$ cat config.mk
export PLATFORM = sky130hd
export DESIGN_NAME = coal_irq_ctrl
export DESIGN_NICKNAME = d
export VERILOG_FILES = /design/src/rtl/icc_pkg.sv /design/src/rtl/icc_tick_gen.sv /design/src/rtl/icc_w1c_reg.sv /design/src/rtl/icc_coalesce.sv /design/src/rtl/coal_irq_ctrl.sv
export SDC_FILE = /design/constraint.sdc
export NUM_CORES = 1
export LEC_CHECK = 0
export BUFFER_PORTS_ARGS = -buffer_cell sky130_fd_sc_hd__buf_2
export CELL_PAD_IN_SITES_DETAIL_PLACEMENT = 1
export CELL_PAD_IN_SITES_GLOBAL_PLACEMENT = 2
export CORE_ASPECT_RATIO = 0.7
export CORE_MARGIN = 3
export CORE_UTILIZATION = 27
export DETAILED_ROUTE_END_ITERATION = 8
export GPL_ROUTABILITY_DRIVEN = 0
export PLACE_DENSITY_LB_ADDON = 0.1
export SLEW_MARGIN = 20
export SYNTH_ARGS = -nofsm -noshare
export SYNTH_HDL_FRONTEND = slang
export SYNTH_SLANG_ARGS = --single-unit
$ cat constraint.sdc
create_clock -name clk -period 2 [get_ports clk]
set_input_delay 0.1 -clock clk [delete_from_list [all_inputs] [get_ports clk]]
set_output_delay 0.1 -clock clk [all_outputs]
set_load 0.005 [all_outputs]
$ cat src/rtl/icc_pkg.sv
// Package: icc_pkg
// Shared offsets, bit positions and implemented-bit masks for the
// coalescing interrupt controller. Assumes a 32-bit register width.
package icc_pkg;
    localparam int REG_W = 32;

    // register byte offsets
    localparam int OFF_COAL  = 'h04;
    localparam int OFF_CAUSE = 'h08;
    localparam int OFF_MASK  = 'h0C;
    localparam int OFF_DMA   = 'h10;

    // main cause bits that the summary logic drives
    localparam int SUM_RX  = 31;
    localparam int SUM_ERR = 29;
    localparam int SUM_TX  = 27;
    localparam int PER_BIT = 28;

    // DMA cause bit positions
    localparam int DMA_ERR   = 31;
    localparam int DMA_HIPRI = 30;
    localparam int DMA_RX1   = 17;
    localparam int DMA_RX0   = 16;
    localparam int DMA_TX1   = 1;
    localparam int DMA_TX0   = 0;

    // bits with storage in each cause register
    localparam logic [REG_W-1:0] MAIN_IMPL = 32'h1600_00CB;
    localparam logic [REG_W-1:0] DMA_IMPL  = 32'hC003_0003;
endpackage

$ cat src/rtl/icc_tick_gen.sv
// Module: icc_tick_gen
// Divides the clock into one-cycle ticks and raises a one-cycle periodic
// event every period_i ticks. A period of zero disables the event.
// Assumes TICK_CYCLES >= 1.
module icc_tick_gen #(
    parameter int TICK_CYCLES = 3200,
    parameter int PER_W       = 8
) (
    input  logic             clk,
    input  logic             rst_n,
    input  logic [PER_W-1:0] period_i,
    output logic             tick_o,
    output logic             per_evt_o
);
    localparam int CNT_W = (TICK_CYCLES > 1) ? $clog2(TICK_CYCLES) : 1;

    logic [PER_W-1:0] per_cnt;
    logic             per_hit;

    generate
        if (TICK_CYCLES == 1) begin : g_no_div
            assign tick_o = 1'b1;
        end else begin : g_div
            localparam logic [CNT_W-1:0] LAST = CNT_W'(TICK_CYCLES - 1);
            logic [CNT_W-1:0] div_cnt;
            // Free-running prescaler that wraps every TICK_CYCLES cycles.
            always_ff @(posedge clk) begin
                if (!rst_n)                div_cnt <= '0;
                else if (div_cnt == LAST)  div_cnt <= '0;
                else                       div_cnt <= div_cnt + 1'b1;
            end
            assign tick_o = (div_cnt == LAST);
        end
    endgenerate

    assign per_hit   = (period_i != '0) && (per_cnt >= period_i - 1'b1);
    assign per_evt_o = tick_o && per_hit;

    // Counts ticks within the current periodic interval.
    always_ff @(posedge clk) begin
        if (!rst_n || period_i == '0) per_cnt <= '0;
        else if (per_evt_o)           per_cnt <= '0;
        else if (tick_o)              per_cnt <= per_cnt + 1'b1;
    end


    per_restart_chk: assert property (@(posedge clk) disable iff (!rst_n)
        per_evt_o |=> (per_cnt == '0));
endmodule

$ cat src/rtl/icc_w1c_reg.sv
// Module: icc_w1c_reg
// Sticky cause register: hardware pulses set bits, and the host clears them
// by writing ones. A set wins over a clear in the same cycle. Only the bits
// in IMPL hold state; the rest read zero.
module icc_w1c_reg #(
    parameter int             W    = 32,
    parameter logic [W-1:0]   IMPL = '1
) (
    input  logic         clk,
    input  logic         rst_n,
    input  logic [W-1:0] set_i,
    input  logic [W-1:0] clr_i,
    output logic [W-1:0] q_o
);
    logic [W-1:0] q;

    // Update the stored bits; a set overrides a clear.
    always_ff @(posedge clk) begin
        if (!rst_n) q <= '0;
        else        q <= ((q & ~clr_i) | set_i) & IMPL;
    end

    assign q_o = q;


    set_wins_chk: assert property (@(posedge clk) disable iff (!rst_n)
        |(set_i & IMPL) |=> ((q & $past(set_i & IMPL)) == $past(set_i & IMPL)));


    clear_only_chk: assert property (@(posedge clk) disable iff (!rst_n)
        ((($past(q) & ~$past(clr_i)) & ~q) == '0));
endmodule

$ cat src/rtl/icc_coalesce.sv
// Module: icc_coalesce
// Holds the interrupt back for delay_i ticks after an enabled cause appears,
// then keeps it high while any enabled cause remains. A bypass request
// raises the line at once. Assumes tick_i is a one-cycle strobe.
module icc_coalesce #(
    parameter int DELAY_W = 8
) (
    input  logic               clk,
    input  logic               rst_n,
    input  logic               pending_i,
    input  logic               bypass_i,
    input  logic               tick_i,
    input  logic [DELAY_W-1:0] delay_i,
    output logic               irq_o
);
    logic               counting;
    logic               fired;
    logic [DELAY_W-1:0] cnt;

    // Arm, count down and fire the coalescing window.
    always_ff @(posedge clk) begin
        if (!rst_n || !pending_i) begin
            counting <= 1'b0;
            fired    <= 1'b0;
            cnt      <= '0;
        end else if (!counting && !fired) begin
            if (delay_i == '0) begin
                fired <= 1'b1;
            end else begin
                counting <= 1'b1;
                cnt      <= delay_i;
            end
        end else if (counting && tick_i) begin
            if (cnt <= 1) begin
                counting <= 1'b0;
                fired    <= 1'b1;
            end else begin
                cnt <= cnt - 1'b1;
            end
        end
    end

    assign irq_o = pending_i && (fired || bypass_i);


    fire_cause_chk: assert property (@(posedge clk) disable iff (!rst_n)
        $rose(fired) |-> (($past(counting) && $past(tick_i)) || $past(delay_i == '0)));


    idle_reset_chk: assert property (@(posedge clk) disable iff (!rst_n)
        !pending_i |=> (!fired && !counting));
endmodule

$ cat src/rtl/coal_irq_ctrl.sv
// Module: coal_irq_ctrl
// Top of the coalescing host interrupt controller: register decode, the
// main and DMA cause registers, summary roll-up, mask, the periodic and
// tick generator, and the coalescing timer. Reads are combinational; writes
// take effect on the clock edge. Assumes ADDR_W >= 5.
module coal_irq_ctrl
    import icc_pkg::*;
#(
    parameter int          ADDR_W      = 8,
    parameter int          TICK_CYCLES = 3200,
    parameter logic [7:0]  DELAY_RESET = 8'h40
) (
    input  logic              clk,
    input  logic              rst_n,
    input  logic              reg_wr,
    input  logic [ADDR_W-1:0] reg_addr,
    input  logic [31:0]       reg_wdata,
    output logic [31:0]       reg_rdata,
    input  logic [31:0]       hw_evt,
    input  logic [31:0]       dma_evt,
    output logic              irq
);
    localparam int DELAY_W = 8;
    localparam logic [ADDR_W-1:0] A_COAL  = ADDR_W'(OFF_COAL);
    localparam logic [ADDR_W-1:0] A_CAUSE = ADDR_W'(OFF_CAUSE);
    localparam logic [ADDR_W-1:0] A_MASK  = ADDR_W'(OFF_MASK);
    localparam logic [ADDR_W-1:0] A_DMA   = ADDR_W'(OFF_DMA);

    logic [DELAY_W-1:0] delay_q;
    logic [DELAY_W-1:0] period_q;
    logic [REG_W-1:0]   mask_q;
    logic [REG_W-1:0]   main_q, dma_q, summary, view;
    logic [REG_W-1:0]   main_set, main_clr, dma_clr;
    logic               wr_coal, wr_cause, wr_mask, wr_dma;
    logic               tick, per_evt, pending, bypass;

    assign wr_coal  = reg_wr && (reg_addr == A_COAL);
    assign wr_cause = reg_wr && (reg_addr == A_CAUSE);
    assign wr_mask  = reg_wr && (reg_addr == A_MASK);
    assign wr_dma   = reg_wr && (reg_addr == A_DMA);

    // Host-writable control registers: delay, periodic interval, mask.
    always_ff @(posedge clk) begin
        if (!rst_n) begin
            delay_q  <= DELAY_RESET;
            period_q <= '0;
            mask_q   <= '0;
        end else begin
            if (wr_coal) begin
                delay_q  <= reg_wdata[7:0];
                period_q <= reg_wdata[15:8];
            end
            if (wr_mask) mask_q <= reg_wdata;
        end
    end

    icc_tick_gen #(
        .TICK_CYCLES (TICK_CYCLES),
        .PER_W       (DELAY_W)
    ) i_tick (
        .clk       (clk),
        .rst_n     (rst_n),
        .period_i  (period_q),
        .tick_o    (tick),
        .per_evt_o (per_evt)
    );

    // Event sources for the main cause register, periodic bit included.
    always_comb begin
        main_set          = hw_evt & MAIN_IMPL;
        main_set[PER_BIT] = hw_evt[PER_BIT] | per_evt;
    end

    assign main_clr = wr_cause ? reg_wdata : '0;
    assign dma_clr  = wr_dma   ? reg_wdata : '0;

    icc_w1c_reg #(.W(REG_W), .IMPL(MAIN_IMPL)) i_main_cause (
        .clk   (clk),
        .rst_n (rst_n),
        .set_i (main_set),
        .clr_i (main_clr),
        .q_o   (main_q)
    );

    icc_w1c_reg #(.W(REG_W), .IMPL(DMA_IMPL)) i_dma_cause (
        .clk   (clk),
        .rst_n (rst_n),
        .set_i (dma_evt),
        .clr_i (dma_clr),
        .q_o   (dma_q)
    );

    // Roll the DMA flags up into their summary positions.
    always_comb begin
        summary          = '0;
        summary[SUM_RX]  = dma_q[DMA_RX0] | dma_q[DMA_RX1] | dma_q[DMA_HIPRI];
        summary[SUM_TX]  = dma_q[DMA_TX0] | dma_q[DMA_TX1];
        summary[SUM_ERR] = dma_q[DMA_ERR];
    end

    assign view    = main_q | summary;
    assign pending = |(view & mask_q);
    assign bypass  = dma_q[DMA_HIPRI] && mask_q[SUM_RX];

    icc_coalesce #(.DELAY_W(DELAY_W)) i_coal (
        .clk       (clk),
        .rst_n     (rst_n),
        .pending_i (pending),
        .bypass_i  (bypass),
        .tick_i    (tick),
        .delay_i   (delay_q),
        .irq_o     (irq)
    );

    // Read data multiplexer over the decoded offsets.
    always_comb begin
        unique case (reg_addr)
            A_COAL:  reg_rdata = {16'h0, period_q, delay_q};
            A_CAUSE: reg_rdata = view;
            A_MASK:  reg_rdata = mask_q;
            A_DMA:   reg_rdata = dma_q;
            default: reg_rdata = '0;
        endcase
    end


    mask_gate_chk: assert property (@(posedge clk) disable iff (!rst_n)
        (mask_q == '0) |-> !irq);


    bypass_fast_chk: assert property (@(posedge clk) disable iff (!rst_n)
        (dma_q[DMA_HIPRI] && mask_q[SUM_RX]) |-> irq);


    summary_track_chk: assert property (@(posedge clk) disable iff (!rst_n)
        (dma_q[DMA_ERR] == reg_rdata[SUM_ERR]) || (reg_addr != A_CAUSE));
endmodule

==> flow_summary.toml <==
[outcome]
outcome = "finished with violations"
violations = "setup timing"

[layout]
area.growth.synth_to_final_pct = 39.3
antenna_cells = 0
drive_above_1_share = 0.306
final_cells = 927
fillerInstances = 2006
fin_nets = 819

[detailed_routing]
drc = 0
dr.pass1.iters = 5
routedWlPerCell_um = 17.0
wl_um = 15800
vias = 4440
via_per_inst = 4.79
first_iter_violations = 264
ant_nets = 0

[cts]
clk_latency_ns = 0.35
cts.htree.levels = 3
max-clock-path-buffers = 2
cts-buffers-inserted = 9
cts_tree = "built"
root_buffer = "clkbuf_16"
clkTransAtPathRegs_ns = 0.07
clock_sinks = 92

[timing]
min_period_over_period = 1.05
fmax_mhz = 477
fin_crit_ns = 2.10
setup_viol = 9
maxSlewHeadroom = 0.670
worst_pin_slew_ns = 0.492
timing.setup.tns_ns = -0.642
worst_slack_ns = -0.0970
skew_ns = 0.0107
rsz0062_at_grt = "true"
hold_violations = 0
drv_slew = 0

[pwr]
vdd_drop_max_uv = 336
p_comb_frac = 0.061
swShare = 0.215
leakage_uw = 0.00263
p_per_area_nw_per_um2 = 663
intPower_uw = 3330
seqPwrFrac = 0.443
clock_power_share = 0.497
p_sw_uw = 910
fin_total_pwr_uw = 4240

[min_path]
hp-class = "in -> reg"
min_from = "hw_evt[28]"

[die]
start_util = 0.278
io_pins = 140
rows = 39
chipHeight_um = 115
dieArea_um2 = 18600
core_area_um2 = 16500
die_w_um = 162

[global_routing]
grt_antenna_before_repair = 0
grt_pass1_vias = 4707
grt-ovfl-total = 0
grt_max_degree = 39
grt_usage = 0.175
grt_pass1_wl_um = 25700

[synthesis]
synth_top_area_cell = "dfxtp_1"
synthFlopType = "dfxtp_1"
ys_warn_count = 0
avgSynthCellArea_um2 = 8.47
synthCells = 542
synth_top_area_frac = 0.401
synth_most_common_cell = "nand2_1"
syn_area_um2 = 4590
synth_edf_count = 0
synthDistinctLibCells = 53
yosysSeqAreaShare = 0.401
synth_nets = 663
yosys-top-cells-area = "dfxtp_1 (40%), nand2_1 (10%), a21oi_1 (4.1%)"
synthTopCellsByCount = "nand2_1 (127), dfxtp_1 (92), a21oi_1 (38)"
synthArstFlopShare = 0
yosys_register_bits = 92

[worst_setup_path]
arrival_ns = 2.35
critical_path.startpoint = "period_q[4]"
critPathMaxFanout = 5
worstPathCellList = "nor4_4 -> nand2_1 -> xor2_1 -> ha_1 -> nand2_1 -> nor2_1 -> a211oi_2 -> buf_4 -> o21ai_4 -> a211oi_2"
path_class = "reg -> reg"
critPathLaunchType = "flip-flop"
cp_num_buf_inv = 1
cp_top_family = "simple AND/OR/NAND/NOR gates"
cp_slowest_cell = "dfxtp_2"
end_kind = "flip-flop"
critPathMaxStageDelay_ns = 0.36
cp_data_required_time_ns = 2.26
reg2reg_from = "period_q[4]"

[placement]
hpwl_um = 11700
placedCellCount = 874
io_buffers = 89

[job]
max-cap-violations = 0
[cell usage in the layout, fill, tap and decap left out, drive strengths merged, types with 14 or more instances in the layout]
cell           n
o21ai         15
nand2        134
dfxtp         92
and3          14
dlygate4sd3   32
a21oi         59
buf          141
a22o          19
ha            14
xor2          17
nor2          33
[worst paths after layout]
check	endpoint	cells after the start	slack, ns
hold / removal	i_main_cause.q_o[28]	3	0.01
setup / recovery	i_tick.per_cnt[7]	10	-0.1
setup reg to reg	i_tick.per_cnt[7]	10	-0.1
hold reg to reg	mask_q[20]	2	0.45
[flip-flops by register name (all words and copies together), names as in the netlist, 6 cells and up]
signal,count
mask_q,32
period_q,8
i_coal.cnt,8
delay_q,8
i_dma_cause.q_o,6
i_tick.g_div.div_cnt,12
i_tick.per_cnt,8
i_main_cause.q_o,8
[power by group through the flow]
stage | Clock [uW] | Sequential [uW] | Combinational (uW)
2_1_floorplan | 0 | 1920 | 81.1
3_3_place_gp | 0 | 1920 | 205
3_5_place_dp | 0 | 1920 | 211
4_1_cts | 2190 | 1880 | 260
5_1_grt | 2250 | 1880 | 284
6_report | 2110 | 1880 | 257
[routing by layer]
layer	share of wire	GRT usage	up-vias
met1	0.52	0.245	2142
met3	0.031	0.0353	4
met5	0	0	-
li1	-	-	2223
met4	0.0030	0.0341	0
met2	0.45	0.281	71
[through the flow]
step	util	cell area [um2]	setup slack [ns]	hold slack (ns)
after CTS	0.385	6360	-0.0477	0.000778
after global routing	0.388	6400	-0.205	0.0101
after detailed placement	0.338	5570	-0.238	0.318
after floorplan	-	4610	0.0156	0.217
after global placement	0.338	5570	-0.121	0.305
final	0.388	6400	-0.0970	0.0118
[what timing repair did]
item | in CTS | in global routing
buffers inserted | 4 | 1
hold buffers | 32 | 0
endpoints found under the setup margin | 9 | 20
gates resized for setup | 18 | 8
pin swaps | 14 | 8
endpoints found under the hold margin | 34 | 0
gates cloned | 1 | 0
[worst min-delay path, delay by kind of cell]
kind | cells | cell delay [ns]
AOI/OAI and AO/OA | 2 | 0.13
buffers and inverters | 1 | 0.08
[logic make-up after synthesis]
group | count (synthesis) | share of synthesized area
xor+xnor | 23 | 0.0439
fa+ha+maj | 14 | 0.0381
mux | 5 | 0.0117
buf+inv | 36 | 0.0433
simple gates | 229 | 0.239
flops | 92 | 0.401
compound gates | 143 | 0.223
[cell type report]
cell class / instances / area, um2 / share of cell area
flip-flops and latches: 92 / 1850 / 0.290
well taps: 225 / 282 / 0.0440
multi-input cells: 415 / 2660 / 0.416
repair buffers: 173 / 1210 / 0.189
inverters: 7 / 26.3 / 0.00411
clock inverters: 6 / 136 / 0.0213
clock buffers: 9 / 225 / 0.0352
Power figures use the tool's default switching activity.
